--- config.mk ---
export PLATFORM = sky130hd
export DESIGN_NAME = gm_fifo
export DESIGN_NICKNAME = d
export VERILOG_FILES = /design/src/rtl/gmf_pkg.sv /design/src/rtl/gmf_share_arb.sv /design/src/rtl/gmf_ring.sv /design/src/rtl/gm_fifo.sv
export SDC_FILE = /design/constraint.sdc
export NUM_CORES = 1
export LEC_CHECK = 0
export ABC_AREA = 0
export CAP_MARGIN = 15
export CORE_UTILIZATION = 40
export DETAILED_ROUTE_END_ITERATION = 12
export PLACE_DENSITY = 0.67
export SLEW_MARGIN = 15
export SYNTH_ARGS = -nofsm -noshare
export SYNTH_HDL_FRONTEND = slang
export SYNTH_SLANG_ARGS = --single-unit
--- constraint.sdc ---
create_clock -name clk -period 5.7 [get_ports clk]
set_input_delay 1.14 -clock clk [delete_from_list [all_inputs] [get_ports clk]]
set_output_delay 1.14 -clock clk [all_outputs]
set_load 0.01 [all_outputs]
--- src/rtl/gmf_pkg.sv ---
package gmf_pkg;
  // which producer the shared write port serves this cycle
  typedef enum logic [1:0] {
    SEL_NONE = 2'd0,
    SEL_P0   = 2'd1,
    SEL_P1   = 2'd2
  } put_sel_e;

  function automatic int unsigned ptr_bits(input int unsigned depth);
    return (depth > 1) ? $clog2(depth) : 1;
  endfunction
endpackage

--- src/rtl/gmf_share_arb.sv ---
module gmf_share_arb
  import gmf_pkg::*;
#(
  parameter int W = 8
) (
  input  logic         en0,
  input  logic [W-1:0] d0,
  input  logic         en1,
  input  logic [W-1:0] d1,
  input  logic         slot_free,
  output logic         gnt0,
  output logic         gnt1,
  output logic         put,
  output logic [W-1:0] put_data
);
  put_sel_e sel;

  // fixed priority: producer 0 first, nobody when no room
  always_comb begin
    sel = SEL_NONE;
    if (slot_free) begin
      if (en0)      sel = SEL_P0;
      else if (en1) sel = SEL_P1;
    end
  end

  assign gnt0 = (sel == SEL_P0);
  assign gnt1 = (sel == SEL_P1);
  assign put  = gnt0 | gnt1;

  always_comb begin
    unique case (sel)
      SEL_P1:  put_data = d1;
      default: put_data = d0;
    endcase
  end
endmodule

--- src/rtl/gmf_ring.sv ---
module gmf_ring
  import gmf_pkg::*;
#(
  parameter int W     = 8,
  parameter int DEPTH = 4
) (
  input  logic                         clk,
  input  logic                         rst_n,
  input  logic                         put,
  input  logic [W-1:0]                 put_data,
  input  logic                         drop,
  input  logic                         wipe,
  output logic [W-1:0]                 oldest,
  output logic [$clog2(DEPTH+1)-1:0]   occ,
  output logic                         is_full,
  output logic                         is_empty
);
  localparam int PTR_W = ptr_bits(DEPTH);
  localparam int CNT_W = $clog2(DEPTH + 1);
  localparam logic [PTR_W-1:0] LAST = PTR_W'(DEPTH - 1);

  logic [W-1:0]     slots [DEPTH];
  logic [PTR_W-1:0] wr_ptr, rd_ptr;
  logic [CNT_W-1:0] cnt;

  function automatic logic [PTR_W-1:0] step(input logic [PTR_W-1:0] p);
    return (p == LAST) ? '0 : p + 1'b1;
  endfunction

  always_ff @(posedge clk) begin
    if (put) slots[wr_ptr] <= put_data;
  end

  always_ff @(posedge clk or negedge rst_n) begin
    if (!rst_n) begin
      wr_ptr <= '0;
      rd_ptr <= '0;
      cnt    <= '0;
    end else if (wipe) begin
      wr_ptr <= '0;
      rd_ptr <= '0;
      cnt    <= '0;
    end else begin
      if (put)  wr_ptr <= step(wr_ptr);
      if (drop) rd_ptr <= step(rd_ptr);
      unique case ({put, drop})
        2'b10:   cnt <= cnt + CNT_W'(1);
        2'b01:   cnt <= cnt - CNT_W'(1);
        default: cnt <= cnt;
      endcase
    end
  end

  assign oldest   = slots[rd_ptr];
  assign occ      = cnt;
  assign is_full  = (cnt == CNT_W'(DEPTH));
  assign is_empty = (cnt == '0);
endmodule

--- src/rtl/gm_fifo.sv ---
module gm_fifo #(
  parameter int W     = 8,
  parameter int DEPTH = 4
) (
  input  logic         clk,
  input  logic         rst_n,
  input  logic         req0_en,
  input  logic [W-1:0] req0_data,
  output logic         req0_gnt,
  input  logic         req1_en,
  input  logic [W-1:0] req1_data,
  output logic         req1_gnt,
  output logic         put_rdy,
  input  logic         take_en,
  output logic         take_rdy,
  output logic [W-1:0] head_data,
  output logic         head_rdy,
  input  logic         pop_en,
  output logic         pop_rdy,
  output logic [W-1:0] pop_data,
  input  logic         flush_en,
  output logic         not_full,
  output logic         not_empty
);
  localparam int CNT_W = $clog2(DEPTH + 1);

  logic         put;
  logic [W-1:0] put_data;
  logic         drop;
  logic         is_full, is_empty;
  logic [W-1:0] oldest;
  logic [CNT_W-1:0] occ;

  assign not_full  = ~is_full;
  assign not_empty = ~is_empty;

  gmf_share_arb #(.W(W)) u_arb (
    .en0      (req0_en),
    .d0       (req0_data),
    .en1      (req1_en),
    .d1       (req1_data),
    .slot_free(not_full),
    .gnt0     (req0_gnt),
    .gnt1     (req1_gnt),
    .put      (put),
    .put_data (put_data)
  );

  // take and pop share one removal; guarded by not_empty
  assign drop = (take_en | pop_en) & not_empty;

  gmf_ring #(.W(W), .DEPTH(DEPTH)) u_ring (
    .clk     (clk),
    .rst_n   (rst_n),
    .put     (put),
    .put_data(put_data),
    .drop    (drop),
    .wipe    (flush_en),
    .oldest  (oldest),
    .occ     (occ),
    .is_full (is_full),
    .is_empty(is_empty)
  );

  assign put_rdy   = not_full;
  assign take_rdy  = not_empty;
  assign head_rdy  = not_empty;
  assign pop_rdy   = not_empty;
  assign head_data = oldest;
  assign pop_data  = oldest;
endmodule

Word-level counts from Yosys, hierarchy flattened. Memories as Yosys holds them, arrays and structs flattened. Cells that the tools add are included.

Add/subtract/negate cells: 4. Multipliers: 0. Divide/modulo/power cells: 0. $lt $le $gt $ge: 0. Equality and inequality tests: 7. Shifts and indexed selects: 0. Multiplexer cells: 14. Bitwise gates (word level): 5. Reduce and logical (&&, ||, !) cells: 4.

Operators with widths (number): $mux W2 (9); $eq A2 B2 Y1 const B (4); $mux W8 (1); $pmux W3 S2 (1); $add A2 B1 Y2 const B (2); $eq A2 B1 Y1 const B (2); $reduce_bool A2 Y1 (2); $add A3 B1 Y3 const B (1); $eq A3 B3 Y1 const B (1); $logic_not A3 Y1 (1); $mux W3 (1); $reduce_bool A3 Y1 (1); $sub A3 B1 Y3 const B (1); $mux W1 (2); $not A1 Y1 (2); $or A1 B1 Y1 (2); $and A1 B1 Y1 (1).

Register bits after elaboration: 7. Bits in latches: 0. Bits in writable memories: 32. ROM bits: 0. Input bits: 23. Output and inout bits: 24. Logic and storage cells: 38. Memories: 1.

Memories: u_ring.slots (words 4, width 8, read ports 1, clocked after Yosys merged registers in 0, write ports 1, RTL line gmf_ring.sv:22) `logic [W-1:0] slots [DEPTH];`.

Logic depth before layout (Yosys ltp). Gate-level depths: netlist of the first run.

Depth in word-level cells: 8. Gate-level depth with buffers: 10.

Hierarchy. A second synthesis of the first run with hierarchy kept.

Cells, all modules: 114. Area, all modules: 1854.3 sq um.

By module, submodules not included: gmf_ring (times used 1, cells an instance 87, area an instance 1617.8 sq um); gmf_share_arb (times used 1, cells an instance 12, area an instance 128.9 sq um); gm_fifo (times used 1, cells an instance 15, area an instance 107.6 sq um).

Least setup slack after synthesis of the first run. OpenSTA, ideal clock, no wires.

Path type: input to register. Start point: input port req0_en. End point: register u_ring.cnt[1], in the netlist u_ring.occ[1]. Data arrival time: 2821 ps. Required time: 5618 ps. Slack: 2798 ps. Stages on the path: 8. Buffers on the path: 0. Path through: and3b_1 > ha_1 > o21ai_0 > a21oi_1 > fa_1 > inv_1 > o32a_1 > a31oi_1.

Longest elaborated chain between the ends: 7. Elaborated cells between the ends (all ways): 10. Those cells by class: eq/ne: 4; mux: 4; bitwise: 1; reduce/logical: 1.

Ends and longest elaborated chain: from (decl) (RTL line gm_fifo.sv:7) `input logic req0_en,`; $mux W2 * (RTL line gmf_share_arb.sv:22) `if (en0) sel = SEL_P0;`; $mux W2 * (RTL line gmf_share_arb.sv:21) `if (slot_free) begin`; $eq A2 B1 Y1 / $eq A2 B2 Y1 (equally long branches) (RTL line gmf_share_arb.sv:27, gmf_share_arb.sv:28); $or A1 B1 Y1 * (RTL line gmf_share_arb.sv:29) `assign put = gnt0 | gnt1;`; $eq A2 B1 Y1 / $eq A2 B2 Y1 (equally long branches) (RTL line gmf_ring.sv:46) `unique case ({put, drop})`; $pmux W3 S2 (RTL line gmf_ring.sv:46); $mux W3 (RTL line gmf_ring.sv:39) `end else if (wipe) begin`; to (signal assigned) (RTL line gmf_ring.sv:47) `2'b10: cnt <= cnt + CNT_W'(1);`; to (signal assigned) (RTL line gmf_ring.sv:48) `2'b01: cnt <= cnt - CNT_W'(1);`; to (signal assigned) (RTL line gmf_ring.sv:49) `default: cnt <= cnt;`; to (decl) (RTL line gmf_ring.sv:24) `logic [CNT_W-1:0] cnt;`.

Every way passes the cells marked *; elsewhere a longest branch is shown, timed or not. A chain may end at the register's enable or synchronous reset.

Worst setup path in the final report of the first run.
Start point: input port req0_en. End point: output port req1_gnt.

Longest elaborated chain between the ends: 3.

Ends and longest elaborated chain: $mux W2 (RTL line gmf_share_arb.sv:22); $mux W2 (RTL line gmf_share_arb.sv:21); $eq A2 B2 Y1 (RTL line gmf_share_arb.sv:28) `assign gnt1 = (sel == SEL_P1);`; to (decl) (RTL line gm_fifo.sv:12) `output logic req1_gnt,`.

No other way between the ends.

==> flow_summary.toml, run 1 <==
[synthesis]
synth.area.mux_share = 0.1534
synth_common_cells = "32 x edfxtp_1, 13 x buf_4, 8 x mux2_2, 8 x mux4_2, 7 x dfrtp_1"
synth-simple-area-share = 0.06680
synth.largest_area_cell = "edfxtp_1"
synth_compound_area_frac = 0.04696
synth_adder_area_share = 0.05026
yosysSeqAreaShare = 0.6005
synthDistinctLibCells = 34
synth_cells = 122
synthMostInstantiatedCell = "edfxtp_1"
synth_ff_type = "edfxtp_1"
yosys_warnings = 0
syn_avg_cell_area_um2 = 15.51
async_flop_share = 0.1795
synthTopCellsByArea = "edfxtp_1 51%, mux4_2 9.5%, dfrtp_1 9.3%"
syn_nets = 152
yosysTopAreaCellShare = 0.5079
synth_top_family_by_area = "multiplexers"
synth_edf_count = 32
synth-seq-cells = 39
synth_area_um2 = 1892
synth_xor_area_frac = 0.01389

[finish]
final_area_um2 = 2389
area_delta_synth_final_pct = 26.26
num-nets-final = 189
post_route_cells_drive_above_1_share = 0.1563
antenna_cells = 0

[setup_path]
cp.required_ps = 4560
rr_worst_depth = 10
cp-start-kind = "input pin"
path_class = "input pin to output port"
timing.rr.end = "u_ring.occ[1]"
rrSetupSlack_ps = 2530
cp-end-kind = "output port"
cp_max_fo = 9
critPathArrivalTime_ps = 2890
r2r-start = "u_ring.occ[0]"

[power]
peakVddDrop_mv = 0.2609
p_leak_uw = 0.0008400
p_per_area_nw_per_um2 = 457.9

[min_path]
min_delay_path_depth = 1
hold_path.class = "flop to flop"
hold_path_end = "u_ring.occ[2]"
hold_start = "u_ring.occ[2]"

[clock_network]
clk-insertion-delay-late_ps = 280
clkSlewWorstSetupHoldPaths_ps = 60
cts_buffers = 5
clockRootBuffer = "clkbuf_8"
ctsHtreeMaxLevel = 2
cts_resized = 0
cts_buffer_depth = 2
clock_sinks = 39
cts_setup_buffers = 0
cts_tree = "done"
ctsHoldBuffers = 0

[route]
via_count = 1113
via_per_inst = 5.250
dr.pass1.iters = 8
drt.antenna.violating_nets = 0
totalWireLength_um = 3370
drc = 8
wl_per_cell_um = 15.90
drt_iter0_drc = 61

[grt]
top_usage_layer = "met2"
grt_start_max_net_pins = 15
overflow = 0
grt_pass1_wl_um = 5188
met3_usage = 0.03419
use_met1 = 0.1621
track_usage = 0.1381
antenna_found_initial = 0
gr-usage-met2 = 0.2543
grt_pass1_vias = 1078

[place]
gp_congestion = 0.6806
dp_hpwl_um = 2497
io_buffers = 46
dpl-instance-area_um2 = 2307

[timing]
worst_pin_slew_ps = 839.7
finalHoldViolCount = 0
relSlewSlack = 0.4390
tns_ps = 0
fmaxAchievable_mhz = 248.2
setup_viol = 0
fin_skew_ps = 5.529
fin_crit_ps = 4029
drv_slew = 0
holdWs_ps = 601.8
period_share = 0.7069
grt_setup_unrepaired = "false"

[die]
initial_core_util = 0.4257
rows = 24
core_um2 = 4444
boundaryPins = 47
die_area_um2 = 5008
die_w_um = 70.77
die_h_um = 70.77

[run_status]
outcome = "complete, but fails checks"
violations = "DRC"

[flow_run]
drv_cap = 0
[layer usage]
metal | share of wire | up-vias
li1 | - | 523
met1 | 0.40 | 553
met2 | 0.55 | 32
met3 | 0.040 | 5
met4 | 0.0092 | 0
met5 | 0 | -
[area by class of cell]
cell class                 instances  area (µm²)
multi-input combinational         62       626.9
inverter                           5       18.77
tap                               52       65.06
clock buffer                       7       76.32
timing repair buffer              46       460.4
clock inverter                     1       5.005
sequential                        39        1136
fill                             377        2056
[cell families after synthesis]
logic type               Yosys count
adder cells (fa/ha/maj)            7
flip-flops                        39
AO/OA/AOI/OAI                     12
XOR/XNOR                           3
multiplexers                      18
AND/OR/NAND/NOR                   22
buffers and inverters             21
[flip-flops by register name, indices dropped and copies added (netlist names)]
| register | cells |
|---|---|
| u_ring.slots | 32 |
| u_ring.occ | 3 |
| u_ring.rd_ptr | 2 |
| u_ring.wr_ptr | 2 |
[worst max-delay path, stage by stage]
cell	delay, ps
clkdlybuf4s50_1	440
and3b_1	230
ha_1	440
clkdlybuf4s50_1	630
[stage by stage]
stage / util / worst slack [ps] / instances / total power (µW)
after floorplan: - / 2798 / 122 / 756.8
after global placement: 0.5191 / 1728 / 204 / 915.0
after detailed placement: 0.5191 / 1634 / 204 / 936.8
after CTS: 0.5374 / 1624 / 212 / 1106
after global routing: 0.5374 / 1580 / 212 / 1152
final: 0.5374 / 1671 / 212 / 1094
[power by group]
group          switching, µW  leakage [µW]  internal, µW  total [µW]
Sequential              51.6      0.000387           369         421
Combinational            206      0.000411           296         502
Clock                   85.6     0.0000422          85.8         171
Total                    343      0.000840           751        1090
[worst max path at each step]
stage | from | end | depth (start not counted)
after detailed placement | req0_en | req1_gnt | 4
after CTS | req0_en | req1_gnt | 4
after global routing | req0_en | req1_gnt | 4
final | req0_en | req1_gnt | 4
after global placement | req0_en | req1_gnt | 4
after floorplan | req0_en | u_ring.occ[1] | 8
[cell usage in the layout, fill, tap and decap left out, types with 2 or more instances in the layout]
cell type        netlist  final
clkdlybuf4s50_1        0     46
edfxtp_1              32     32
mux2_2                 8      8
mux4_2                 8      8
dfrtp_1                7      7
nor2_1                 6      6
ha_1                   6      6
inv_1                  5      5
clkbuf_8               0      5
nor2b_1                4      4
a21oi_1                3      3
nand2_1                2      2
o21ai_0                2      2
nand3b_1               2      2
mux2i_1                2      2
xor2_1                 2      2
clkbuf_1               2      2
(Power assumes the default switching activity.)
==> inputs of run 2 (changes only) <==
- PLACE_DENSITY: 0.67 -> 0.7
- clock period: 5.7 -> 3.25 ns (I/O delays scaled with it)
==> run 2 against run 1 <==
The flow still finishes with violations (DRC). Combinational power is 80% higher. Global-route usage is 2.1 points higher. Flip-flop and latch count did not move. Clock skew is 4.3 ps higher. Hold slack got worse by 31 ps. Critical path depth rose by 6. Register-to-register slack got worse by 2100 ps. Via count rose by 1.3%. Core utilization up 1.1 points. Largest power group unchanged.
==> flow_summary.toml, run 2 (synthesis gave the netlist of run 1 again) <==
[run_status]
outcome = "complete, but fails checks"
violations = "DRC"

[grt]
overflow = 0
antenna_found_initial = 0
grt_start_max_net_pins = 14
track_usage = 0.1590
grt_pass1_wl_um = 5747
grt_pass1_vias = 1164

[clock_network]
clock_sinks = 39
cts_tree = "done"
clockRootBuffer = "clkbuf_8"
cts_buffer_depth = 2
ctsHtreeMaxLevel = 2
cts_buffers = 5
cts_setup_buffers = 0
ctsHoldBuffers = 0
clkSlewWorstSetupHoldPaths_ps = 70
clk-insertion-delay-late_ps = 300
cts_resized = 0

[flow_run]
drv_cap = 0

[die]
initial_core_util = 0.4257
die_h_um = 70.77
boundaryPins = 47
die_area_um2 = 5008
die_w_um = 70.77
rows = 24
core_um2 = 4444

[route]
wl_per_cell_um = 16.38
drt.antenna.violating_nets = 0
via_count = 1128
via_per_inst = 5.174
dr.pass1.iters = 8
drc = 11
drt_iter0_drc = 65
totalWireLength_um = 3571

[place]
gp_congestion = 0.6875
dp_hpwl_um = 2597
io_buffers = 46

[finish]
regArea_um2 = 1136
final_common_cell = "clkdlybuf4s50_1"
multi_input_area_um2 = 626.9
largest_reg_flops = 32
num-nets-final = 195
layout_common_cells = "46 x clkdlybuf4s50_1, 32 x edfxtp_1, 8 x mux2_2, 8 x mux4_2, 7 x dfrtp_1"
post_route_cells_drive_above_1_share = 0.1928
antenna_cells = 0
area_delta_synth_final_pct = 28.84
regMostFlops = "u_ring.slots"
fillers = 371

[timing]
relSlewSlack = 0.5925
drv_slew = 0
fmaxAchievable_mhz = 349.2
fin_skew_ps = 9.869
fin_crit_ps = 2864
period_share = 0.8811
grt_setup_unrepaired = "false"
setup_viol = 0
finalHoldViolCount = 0
worst_pin_slew_ps = 611.3
tns_ps = 0

[power]
seq_power_share = 0.375
power.share.combinational = 0.462
power_switching_uw = 628.6
clockPowerShare = 0.163
report.power.total_uw = 1960
peakVddDrop_mv = 0.2847
p_int_uw = 1331
switching_share = 0.3207
p_per_area_nw_per_um2 = 804.2
p_leak_uw = 0.0008702

[setup_path]
path_cells = "nor2_1, nand2_1, and3b_1, ha_1, o21ai_0, a21oi_1, fa_1, inv_1, o32a_1, a31oi_1"
path_class = "flop to flop"
critPathSlowestCell = "fa_1"
cp-start-kind = "flop"
critPathMaxStageDelay_ps = 550
critPathArrivalTime_ps = 3080
cp.required_ps = 3470
cp_max_fo = 6
cp-end-kind = "flop"

[min_path]
hold_path.class = "flop to flop"
run 2: final timing paths:
check	endpoint	slack (ps)	cells after the start	from
hold reg to reg	u_ring.occ[2]	570	1	u_ring.occ[2]
min in group asynchronous	u_ring.wr_ptr[0]	620	1	rst_n
max in group asynchronous	u_ring.wr_ptr[1]	2380	1	rst_n
setup reg to reg	u_ring.occ[1]	390	10	u_ring.occ[0]
setup / recovery	u_ring.occ[1]	390	10	u_ring.occ[0]
hold / removal	u_ring.occ[2]	570	1	u_ring.occ[2]
run 2: metrics by stage:
stage | instance area, µm² | util | std cells | setup WS [ps] | hold WS, ps
2_1_floorplan | 1892 | - | 122 | 614.7 | 354.4
3_3_place_gp | 2352 | 0.5293 | 210 | 330.7 | 551.9
3_5_place_dp | 2352 | 0.5293 | 210 | 175.6 | 565.0
4_1_cts | 2437 | 0.5484 | 218 | 416.5 | 574.7
5_1_grt | 2437 | 0.5484 | 218 | 166.0 | 631.0
6_report | 2437 | 0.5484 | 218 | 386.3 | 570.7
run 2: power by group through the flow:
stage	logic [µW]	registers (µW)	clock network, µW
2_1_floorplan	637	690	0
3_3_place_gp	884	740	0
3_5_place_dp	916	750	0
4_1_cts	919	738	325
5_1_grt	972	751	349
6_report	906	735	319
run 2: layout make-up:
| cell class | instances | area share |
|---|---|---|
| Multi-Input combinational cell | 62 | 0.2572 |
| Clock buffer | 6 | 0.02977 |
| Clock inverter | 2 | 0.005133 |
| Timing Repair Buffer | 52 | 0.2074 |
| Sequential cell | 39 | 0.4661 |
| Tap cell | 52 | 0.02669 |
| Inverter | 5 | 0.007700 |
run 2: worst max-delay path, delay by kind of cell, from the launching register on:
family | cells | cell delay, ps
and+or+nand+nor | 3 | 660
adders and majority gates | 2 | 840
buffers and inverters | 1 | 50
AOI/OAI and AO/OA | 4 | 760
DFF | 1 | 470
run 2: per-layer routing:
| metal | routed length, µm | vias to the layer above | part of all wire | track usage |
|---|---|---|---|---|
| met1 | 1365 | 567 | 0.38 | 0.1797 |
| met4 | 62 | 0 | 0.017 | 0.06222 |
| met3 | 180 | 5 | 0.050 | 0.05271 |
| met5 | 0 | - | 0 | 0 |
| met2 | 1963 | 29 | 0.55 | 0.2788 |
| li1 | - | 527 | - | - |
==> inputs of run 3 (changes only) <==
- CORE_UTILIZATION: 40 -> 44
- GPL_TIMING_DRIVEN: unset -> 0
- PLACE_DENSITY: 0.7 -> 0.75
- SKIP_LAST_GASP: unset -> 1
==> run 3 against run 2 <==
The flow now finishes without violations. Non-clock buffer count up 10. Total power up 9.4%. Clock skew down 7.6 ps. Final area up 3.5%. Die area down 8.8%. Critical path type unchanged.
==> flow_summary.toml, run 3 (synthesis gave the netlist of run 1 again) <==
[run_status]
outcome = "finished, final reports clean"

[setup_path]
cp_max_fo = 6
cp-end-kind = "flop"
critPathArrivalTime_ps = 3080
cp-start-kind = "flop"
path_class = "flop to flop"
cp.required_ps = 3460

[timing]
fin_crit_ps = 2870
setup_viol = 0
tns_ps = 0
final.setup.worst_slack_ps = 380.2
drv_slew = 0
holdWs_ps = 579.2
grt_setup_unrepaired = "false"
period_share = 0.8830
fmaxAchievable_mhz = 348.5
relSlewSlack = 0.4592
finalHoldViolCount = 0
fin_skew_ps = 2.274
worst_pin_slew_ps = 809.5

[die]
die_w_um = 67.57
die_area_um2 = 4566
boundaryPins = 47
initial_core_util = 0.4662
die_h_um = 67.57
core_um2 = 4058
rows = 23

[clock_network]
cts_tree = "done"
cts_buffer_depth = 2
clkSlewWorstSetupHoldPaths_ps = 70
clk-insertion-delay-late_ps = 290
clock_sinks = 39
cts_resized = 0
clockRootBuffer = "clkbuf_8"
ctsHoldBuffers = 0
cts_buffers = 5
cts_setup_buffers = 0
ctsHtreeMaxLevel = 2

[route]
via_count = 1173
drt_iter0_drc = 38
drc = 0
drt.antenna.violating_nets = 0
via_per_inst = 5.190
wl_per_cell_um = 15.14
dr.pass1.iters = 4
totalWireLength_um = 3421

[finish]
antenna_cells = 0
post-route-util = 0.6216
layout_common_cells = "46 x clkdlybuf4s50_1, 32 x edfxtp_1, 13 x buf_4"
largest_reg_flops = 32
num-nets-final = 205
final_common_cell = "clkdlybuf4s50_1"
regMostFlops = "u_ring.slots"
post_route_cells_drive_above_1_share = 0.2273
area_delta_synth_final_pct = 33.33
instances_no_fill = 226

[flow_run]
drv_cap = 0

[grt]
grt_start_max_net_pins = 13
overflow = 0
grt_pass1_wl_um = 5319
antenna_found_initial = 0
track_usage = 0.1690
grt_pass1_vias = 1200

[place]
place_inst = 218
io_buffers = 46
dp_worst_setup_slack_ps = 141.0
gp_congestion = 0.7969
dp_hpwl_um = 2533

[power]
p_per_area_nw_per_um2 = 850.0
peakVddDrop_mv = 0.4181
p_leak_uw = 0.0009222

[min_path]
hold_path.class = "flop to flop"
-- run 3: final timing paths --
check,start,endpoint,slack [ps],cells after the start
min in group asynchronous,rst_n,u_ring.occ[0],630,1
max,u_ring.occ[1],u_ring.occ[1],380,10
max in group asynchronous,rst_n,u_ring.occ[1],2370,1
min,u_ring.occ[2],u_ring.occ[2],580,1
min reg2reg,u_ring.occ[2],u_ring.occ[2],580,1
max reg2reg,u_ring.occ[1],u_ring.occ[1],380,10
-- run 3: final cells by class --
cell class / instances / area (µm²)
well taps: 50 / 62.56
clock inverters: 3 / 38.79
clock buffers: 5 / 68.82
multi-input cells: 62 / 626.9
flip-flops and latches: 39 / 1136
fillers: 341 / 1535
plain buffers: 16 / 110.1
inverters: 5 / 18.77
repair buffers: 46 / 460.4
-- run 3: per-stage QoR --
step	cell area, µm²	total power (µW)
floorplan	1892	1327
global placement	2415	1743
detailed placement	2415	1783
CTS	2522	2169
global route	2522	2271
finish	2522	2144
-- run 3: critical path, stage by stage, from the launching register on --
cell     delay [ps]
dfrtp_1         460
nor2_1          230
nand2_1         190
and3b_1         230
ha_1            350
o21ai_0         160
a21oi_1         110
fa_1            540
inv_1            50
o32a_1          330
a31oi_1         120
-- run 3: metal layers --
layer  share of wire  vias to the layer above  track usage
met5               0                        -            0
met4           0.012                        0      0.05585
met3           0.051                        5      0.04561
met2            0.58                       31       0.3391
met1            0.36                      578       0.1596
li1                -                      559            -
-- run 3: power breakdown --
part / total, µW / switching (µW) / internal (µW)
Combinational: 1070 / 434 / 634
Clock: 383 / 158 / 224
Sequential: 693 / 45.1 / 648
Total: 2140 / 638 / 1510
